--- src/rtl/i2c_cond_pkg.sv ---
package i2c_cond_pkg;

    typedef enum logic [2:0] {
        ST_IDLE,
        ST_RESTART_SDA,
        ST_RELEASE,
        ST_HOLD,
        ST_SETUP
    } cond_state_e;

endpackage

--- src/rtl/i2c_cond_intervals.sv ---
module i2c_cond_intervals #(
    parameter int SET_W = 5
) (
    input  logic [SET_W-1:0]   set_val,
    input  logic               long_sel,
    output logic [SET_W+1:0]   t_rel,
    output logic [SET_W+1:0]   t_setup,
    output logic [SET_W+1:0]   t_hold
);
    localparam int TW = SET_W + 2;

    logic [SET_W:0]  eff;
    logic [TW-1:0]   rel_s;
    logic [TW-1:0]   setup_s;
    logic [TW-1:0]   hold_s;

    // Round illegal (zero or odd) values up to the next even value.
    always_comb begin
        if (set_val == '0) begin
            eff = (SET_W+1)'(2);
        end else begin
            eff = {1'b0, set_val} + {{SET_W{1'b0}}, set_val[0]};
        end
        hold_s  = {2'b00, eff[SET_W:1]};
        rel_s   = {2'b00, eff[SET_W:1]} + TW'(1);
        setup_s = {1'b0, eff} + TW'(1);
    end

    // Long mode doubles every interval.
    always_comb begin
        if (long_sel) begin
            t_rel   = rel_s << 1;
            t_setup = setup_s << 1;
            t_hold  = hold_s << 1;
        end else begin
            t_rel   = rel_s;
            t_setup = setup_s;
            t_hold  = hold_s;
        end
    end

endmodule

--- src/rtl/i2c_cond_pinirq.sv ---
module i2c_cond_pinirq (
    input  logic clk,
    input  logic rst_n,
    input  logic scl_in,
    input  logic sda_in,
    input  logic sel_scl,
    input  logic pol_rise,
    output logic irq
);
    typedef struct packed {
        logic scl_prev;
        logic sda_prev;
        logic irq;
    } irq_regs_t;

    irq_regs_t irq_d, irq_q;

    always_comb begin
        logic now_v;
        logic was_v;
        irq_d          = irq_q;
        now_v          = sel_scl ? scl_in : sda_in;
        was_v          = sel_scl ? irq_q.scl_prev : irq_q.sda_prev;
        irq_d.irq      = (now_v != was_v) && (now_v == pol_rise);
        irq_d.scl_prev = scl_in;
        irq_d.sda_prev = sda_in;
    end

    always_ff @(posedge clk or negedge rst_n) begin
        if (!rst_n) begin
            irq_q <= '{scl_prev: 1'b1, sda_prev: 1'b1, irq: 1'b0};
        end else begin
            irq_q <= irq_d;
        end
    end

    assign irq = irq_q.irq;

    // a pulse means the selected line now sits at the active level
    p_irq_level_r10: assert property (@(posedge clk) disable iff (!rst_n)
        irq_q.irq |-> (($past(sel_scl) ? irq_q.scl_prev : irq_q.sda_prev) == $past(pol_rise)));

endmodule

--- src/rtl/i2c_cond_gen.sv ---
module i2c_cond_gen #(
    parameter int SET_W = 5
) (
    input  logic             clk,
    input  logic             rst_n,
    input  logic [SET_W-1:0] cond_set,
    input  logic             long_mode,
    input  logic             cmd_start,
    input  logic             cmd_restart,
    input  logic             cmd_stop,
    input  logic             irq_sel_scl,
    input  logic             irq_pol_rise,
    input  logic             scl_in,
    input  logic             sda_in,
    output logic             scl_drive_low,
    output logic             sda_drive_low,
    output logic             cond_done,
    output logic             pin_irq
);
    import i2c_cond_pkg::*;

    localparam int TW    = SET_W + 2;
    localparam int MAX_T = 2 * ((1 << SET_W) + 1);

    typedef struct packed {
        cond_state_e      st;
        logic [TW-1:0]    cnt;
        logic             scl_low;
        logic             sda_low;
        logic             done;
        logic [SET_W-1:0] set_lat;
        logic             long_lat;
    } seq_regs_t;

    seq_regs_t seq_d, seq_q;

    logic             idle;
    logic [SET_W-1:0] use_set;
    logic             use_long;
    logic [TW-1:0]    t_rel, t_setup, t_hold;

    assign idle     = (seq_q.st == ST_IDLE);
    assign use_set  = idle ? cond_set  : seq_q.set_lat;
    assign use_long = idle ? long_mode : seq_q.long_lat;

    i2c_cond_intervals #(.SET_W(SET_W)) i_intervals (
        .set_val  (use_set),
        .long_sel (use_long),
        .t_rel    (t_rel),
        .t_setup  (t_setup),
        .t_hold   (t_hold)
    );

    i2c_cond_pinirq i_pinirq (
        .clk      (clk),
        .rst_n    (rst_n),
        .scl_in   (scl_in),
        .sda_in   (sda_in),
        .sel_scl  (irq_sel_scl),
        .pol_rise (irq_pol_rise),
        .irq      (pin_irq)
    );

    always_comb begin
        logic last;
        seq_d      = seq_q;
        seq_d.done = 1'b0;
        last       = (seq_q.cnt == '0);
        if (!last) begin
            seq_d.cnt = seq_q.cnt - TW'(1);
        end
        unique case (seq_q.st)
            ST_IDLE: begin
                if (cmd_start || cmd_restart || cmd_stop) begin
                    seq_d.set_lat  = cond_set;
                    seq_d.long_lat = long_mode;
                end
                if (cmd_start) begin
                    seq_d.st      = ST_RELEASE;
                    seq_d.scl_low = 1'b0;
                    seq_d.sda_low = 1'b0;
                    seq_d.cnt     = t_rel - TW'(1);
                end else if (cmd_restart) begin
                    seq_d.st      = ST_RESTART_SDA;
                    seq_d.scl_low = 1'b1;
                    seq_d.sda_low = 1'b0;
                    seq_d.cnt     = t_hold - TW'(1);
                end else if (cmd_stop) begin
                    seq_d.st      = ST_SETUP;
                    seq_d.scl_low = 1'b0;
                    seq_d.sda_low = 1'b1;
                    seq_d.cnt     = t_setup - TW'(1);
                end
            end
            ST_RESTART_SDA: begin
                if (last) begin
                    seq_d.st      = ST_RELEASE;
                    seq_d.scl_low = 1'b0;
                    seq_d.cnt     = t_rel - TW'(1);
                end
            end
            ST_RELEASE: begin
                if (last) begin
                    seq_d.st      = ST_HOLD;
                    seq_d.sda_low = 1'b1;
                    seq_d.cnt     = t_hold - TW'(1);
                end
            end
            ST_HOLD: begin
                if (last) begin
                    seq_d.st      = ST_IDLE;
                    seq_d.scl_low = 1'b1;
                    seq_d.done    = 1'b1;
                end
            end
            ST_SETUP: begin
                if (last) begin
                    seq_d.st      = ST_IDLE;
                    seq_d.sda_low = 1'b0;
                    seq_d.done    = 1'b1;
                end
            end
            default: seq_d.st = ST_IDLE;
        endcase
    end

    always_ff @(posedge clk or negedge rst_n) begin
        if (!rst_n) begin
            seq_q <= '{st: ST_IDLE, cnt: '0, scl_low: 1'b0, sda_low: 1'b0,
                       done: 1'b0, set_lat: '0, long_lat: 1'b0};
        end else begin
            seq_q <= seq_d;
        end
    end

    assign scl_drive_low = seq_q.scl_low;
    assign sda_drive_low = seq_q.sda_low;
    assign cond_done     = seq_q.done;

    // SDA is pulled low only while SCL is free
    p_sda_pull_scl_free_r11: assert property (@(posedge clk) disable iff (!rst_n)
        $rose(seq_q.sda_low) |-> !seq_q.scl_low);

    // done never lasts more than one cycle
    p_done_single_r9: assert property (@(posedge clk) disable iff (!rst_n)
        seq_q.done |=> !seq_q.done);

    // done coincides with the closing line change
    p_done_on_edge_r2: assert property (@(posedge clk) disable iff (!rst_n)
        seq_q.done |-> ($rose(seq_q.scl_low) || $fell(seq_q.sda_low)));

    // captured timing stays put during a condition
    p_timing_frozen_r8: assert property (@(posedge clk) disable iff (!rst_n)
        !idle |=> ($stable(seq_q.set_lat) && $stable(seq_q.long_lat)));

    // the interval counter never exceeds the longest interval
    p_cnt_bound_r4: assert property (@(posedge clk) disable iff (!rst_n)
        !idle |-> (seq_q.cnt < TW'(MAX_T)));

endmodule

--- config.mk ---
export PLATFORM = sky130hd
export DESIGN_NAME = i2c_cond_gen
export DESIGN_NICKNAME = d
export VERILOG_FILES = /design/src/rtl/i2c_cond_pkg.sv /design/src/rtl/i2c_cond_intervals.sv /design/src/rtl/i2c_cond_pinirq.sv /design/src/rtl/i2c_cond_gen.sv
export SDC_FILE = /design/constraint.sdc
export NUM_CORES = 1
export LEC_CHECK = 0
export ABC_CLOCK_PERIOD_IN_PS = 4500
export BUFFER_PORTS_ARGS = -buffer_cell sky130_fd_sc_hd__buf_2
export CAP_MARGIN = 20
export CELL_PAD_IN_SITES_DETAIL_PLACEMENT = 1
export CELL_PAD_IN_SITES_GLOBAL_PLACEMENT = 1
export CORE_ASPECT_RATIO = 1.2
export CORE_MARGIN = 2
export CORE_UTILIZATION = 45
export DETAILED_ROUTE_END_ITERATION = 16
export PLACE_DENSITY_LB_ADDON = 0.15
export SLEW_MARGIN = 40
export SYNTH_ARGS = -nofsm -noshare
export SYNTH_HDL_FRONTEND = slang
export SYNTH_HIERARCHICAL = 1
export SYNTH_SLANG_ARGS = --single-unit
--- constraint.sdc ---
create_clock -name clk -period 4.5 [get_ports clk]
set_clock_uncertainty 0.1 [all_clocks]
set_input_delay 0.9 -clock clk [delete_from_list [all_inputs] [get_ports clk]]
set_output_delay 0.9 -clock clk [all_outputs]
set_load 0.03 [all_outputs]
==> impl_metrics.toml <==
[final_layout]
fin_area_sq_um = 2440
final_nets = 323
antenna_cells = 0
syn_to_final_growth_pct = 9.93
drive_above_1_share = 0.191

[yosys]
ys_seq_elements = 22
synth_area_per_cell_sq_um = 7.81
synth-main-ff-cell = "dfrtp_1"
yosysTopAreaCell = "dfrtp_1"
synth-edff-count = 0
yosysMostFrequentCell = "nand2_1"
synth_top_area_frac = 0.226
netlist_top_cells_count = "39 x nand2_1, 29 x nor2_1, 20 x a21oi_1, 20 x dfrtp_1, 17 x inv_1"
syn_area_sq_um = 2220
syn_inst = 284
yosys.cell_types.count = 59
ys_seq_area_frac = 0.249
synth.area.top_cells = "dfrtp_1 23%, nand2_1 6.6%, mux2_2 5.1%, nor2_1 4.9%, xnor2_1 4.7%"
ys_async_sr_fraction = 1.00
yosysWarnings = 6

[clocking]
cts_sinks = 22
path_clk_slew_ns = 0.09
tritoncts = "yes"
cts.root.buffer_cell = "clkbuf_8"
htreeDepth = 1
cts_made_buffers = 3
clk_latency_ns = 0.27
clockBufferDepth = 2
cts_setup_buffers = 0
hold_buffers = 0
postCtsResizedCells = 0

[timing]
rsz0062_at_grt = "no"
hold_viol = 0
setup_viol = 0
slew_headroom = 0.508
maxSlewViolCount = 0
min_period_ns = 4.12
final.period_utilization = 0.916
max_freq_mhz = 243
tightest_slew_ns = 0.733
fin_ws_ns = 0.380
tns_ns = 0

[setup_path]
cpPeakStageDelay_ns = 0.43
rrSetupSlack_ns = 0.38
cp-end-kind = "register"
critPathSlowestCell = "or4_1"
timing.rr.start = "seq_q[17]$_DFFE_PN0P_"
cp.arrival_ns = 4.22
path_cells = "buf_4 -> nor2_1 -> inv_1 -> nor2_2 -> buf_4 -> nand2_1 -> nand2_1 -> and4bb_1 -> nor2_1 -> ha_1 -> mux2_2 -> inv_1 -> ha_1 -> or3b_1 -> or4_1 -> a31oi_1 -> o21ai_1 -> o211ai_2"
required_ns = 4.60
path_class = "reg2reg"
cp-start-kind = "register"
reg2reg_depth = 18
startpoint = "seq_q[17]$_DFFE_PN0P_"
path_max_fanout = 11
r2r-end = "seq_q[15]$_DFF_PN0_"

[die]
start_util = 0.459
die_w_microns = 68.1
die_area_sq_um = 5510
dieHeight_microns = 80.9
fp.coreArea_sq_um = 4830
rows = 28
io_pins = 19

[grt]
grt_max_degree = 23
antenna_found_initial = 0
grt_pass1_wl_mm = 10.1
gr-usage-all-layers = 0.240
grt_pass1_vias = 2042
gr-total-overflow = 0

[detailed_routing]
ant_nets = 0
vias_per_cell = 5.91
drt-wirelength-per-cell_microns = 17.1
drtPass1Iterations = 5
vias = 2120
drt-total-wl_mm = 6.13
first_iter_violations = 140
drc = 0

[placement]
portBuffers = 18
dpl.hpwl_mm = 5.00
gp_congestion = 0.915
dpl_cell_area_sq_um = 2360
place_ws_ns = 0.353

[min_path]
worstHoldPathCells = 1
hold-path-endpoint = "seq_q[4]$_DFFE_PN0P_"
hp-class = "reg2reg"
hp-start = "seq_q[4]$_DFFE_PN0P_"

[flow_run]
cap_violations = 0

[outcome]
run_status = "finished, final reports clean"
[layout make-up]
type / instances / area (sq um)
inverters: 18 / 67.6
clock inverters: 1 / 30.0
flip-flops and latches: 22 / 553
fillers: 623 / 2400
repair buffers: 27 / 158
multi-input cells: 228 / 1510
well taps: 60 / 75.1
clock buffers: 3 / 41.3
[cell families after synthesis]
group,Yosys count,share of synthesized area
AND/OR/NAND/NOR,115,0.265
AO/OA/AOI/OAI,73,0.218
buffers and inverters,35,0.0756
flip-flops,22,0.249
XOR/XNOR,19,0.0902
multiplexers,11,0.0553
adder cells (fa/ha/maj),8,0.0451
other,1,0.00169
[critical path, delay by kind of cell, from the launching register on]
| kind | cells | cell delay [ns] |
|---|---|---|
| adders and majority gates | 2 | 0.45 |
| DFF | 1 | 0.40 |
| muxes | 1 | 0.28 |
| and+or+nand+nor | 8 | 1.83 |
| buffers and inverters | 4 | 0.55 |
| AOI/OAI and AO/OA | 3 | 0.41 |
[flip-flops by register name, summed over array words and instances, names as in the netlist]
name	flops
cond_done	1
sda_drive_low	1
i_pinirq/irq_q	2
i_pinirq/irq	1
scl_drive_low	1
seq_q	16
[routing by layer]
| layer | track usage | share of wire | up-vias |
|---|---|---|---|
| li1 | - | - | 1046 |
| met2 | 0.413 | 0.51 | 40 |
| met3 | 0.0166 | 0.019 | 11 |
| met4 | 0.0740 | 0.021 | 0 |
| met5 | 0 | 0 | - |
| met1 | 0.315 | 0.45 | 1023 |
[cell usage in the layout (no fill, tap or decap), types with 3 or more instances in the layout]
master	count
o22ai_1	6
nor3_1	8
nor3b_1	6
mux2_2	10
o31ai_1	7
nand3_1	4
a31oi_1	3
inv_1	17
dfrtp_1	20
buf_2	18
nor2_1	28
a22oi_1	3
or3_1	3
a32oi_1	3
o21ai_0	11
nand2_1	39
a21oi_1	20
clkbuf_8	3
xnor2_1	12
buf_4	9
ha_1	8
or4_1	4
xor2_1	4
a211oi_1	4
nand2b_1	3
[worst max-delay path by stage]
stage                               end  slack (ns)  cells after the start
floorplan           seq_q[15]$_DFF_PN0_        0.34                     20
global placement    seq_q[15]$_DFF_PN0_        0.47                     18
detailed placement  seq_q[15]$_DFF_PN0_        0.35                     18
CTS                 seq_q[15]$_DFF_PN0_        0.31                     18
global route        seq_q[15]$_DFF_PN0_        0.04                     19
finish              seq_q[15]$_DFF_PN0_        0.38                     18
[through the flow]
stage / hold slack [ns] / instances / utilization
floorplan: 0.381 / 285 / -
detailed placement: 0.396 / 355 / 0.488
CTS: 0.416 / 359 / 0.503
global placement: 0.383 / 355 / 0.487
finish: 0.414 / 359 / 0.504
global route: 0.428 / 359 / 0.504
Power is not shown: default switching activity piles up to over one toggle a cycle in this logic, so the estimate is an artifact.
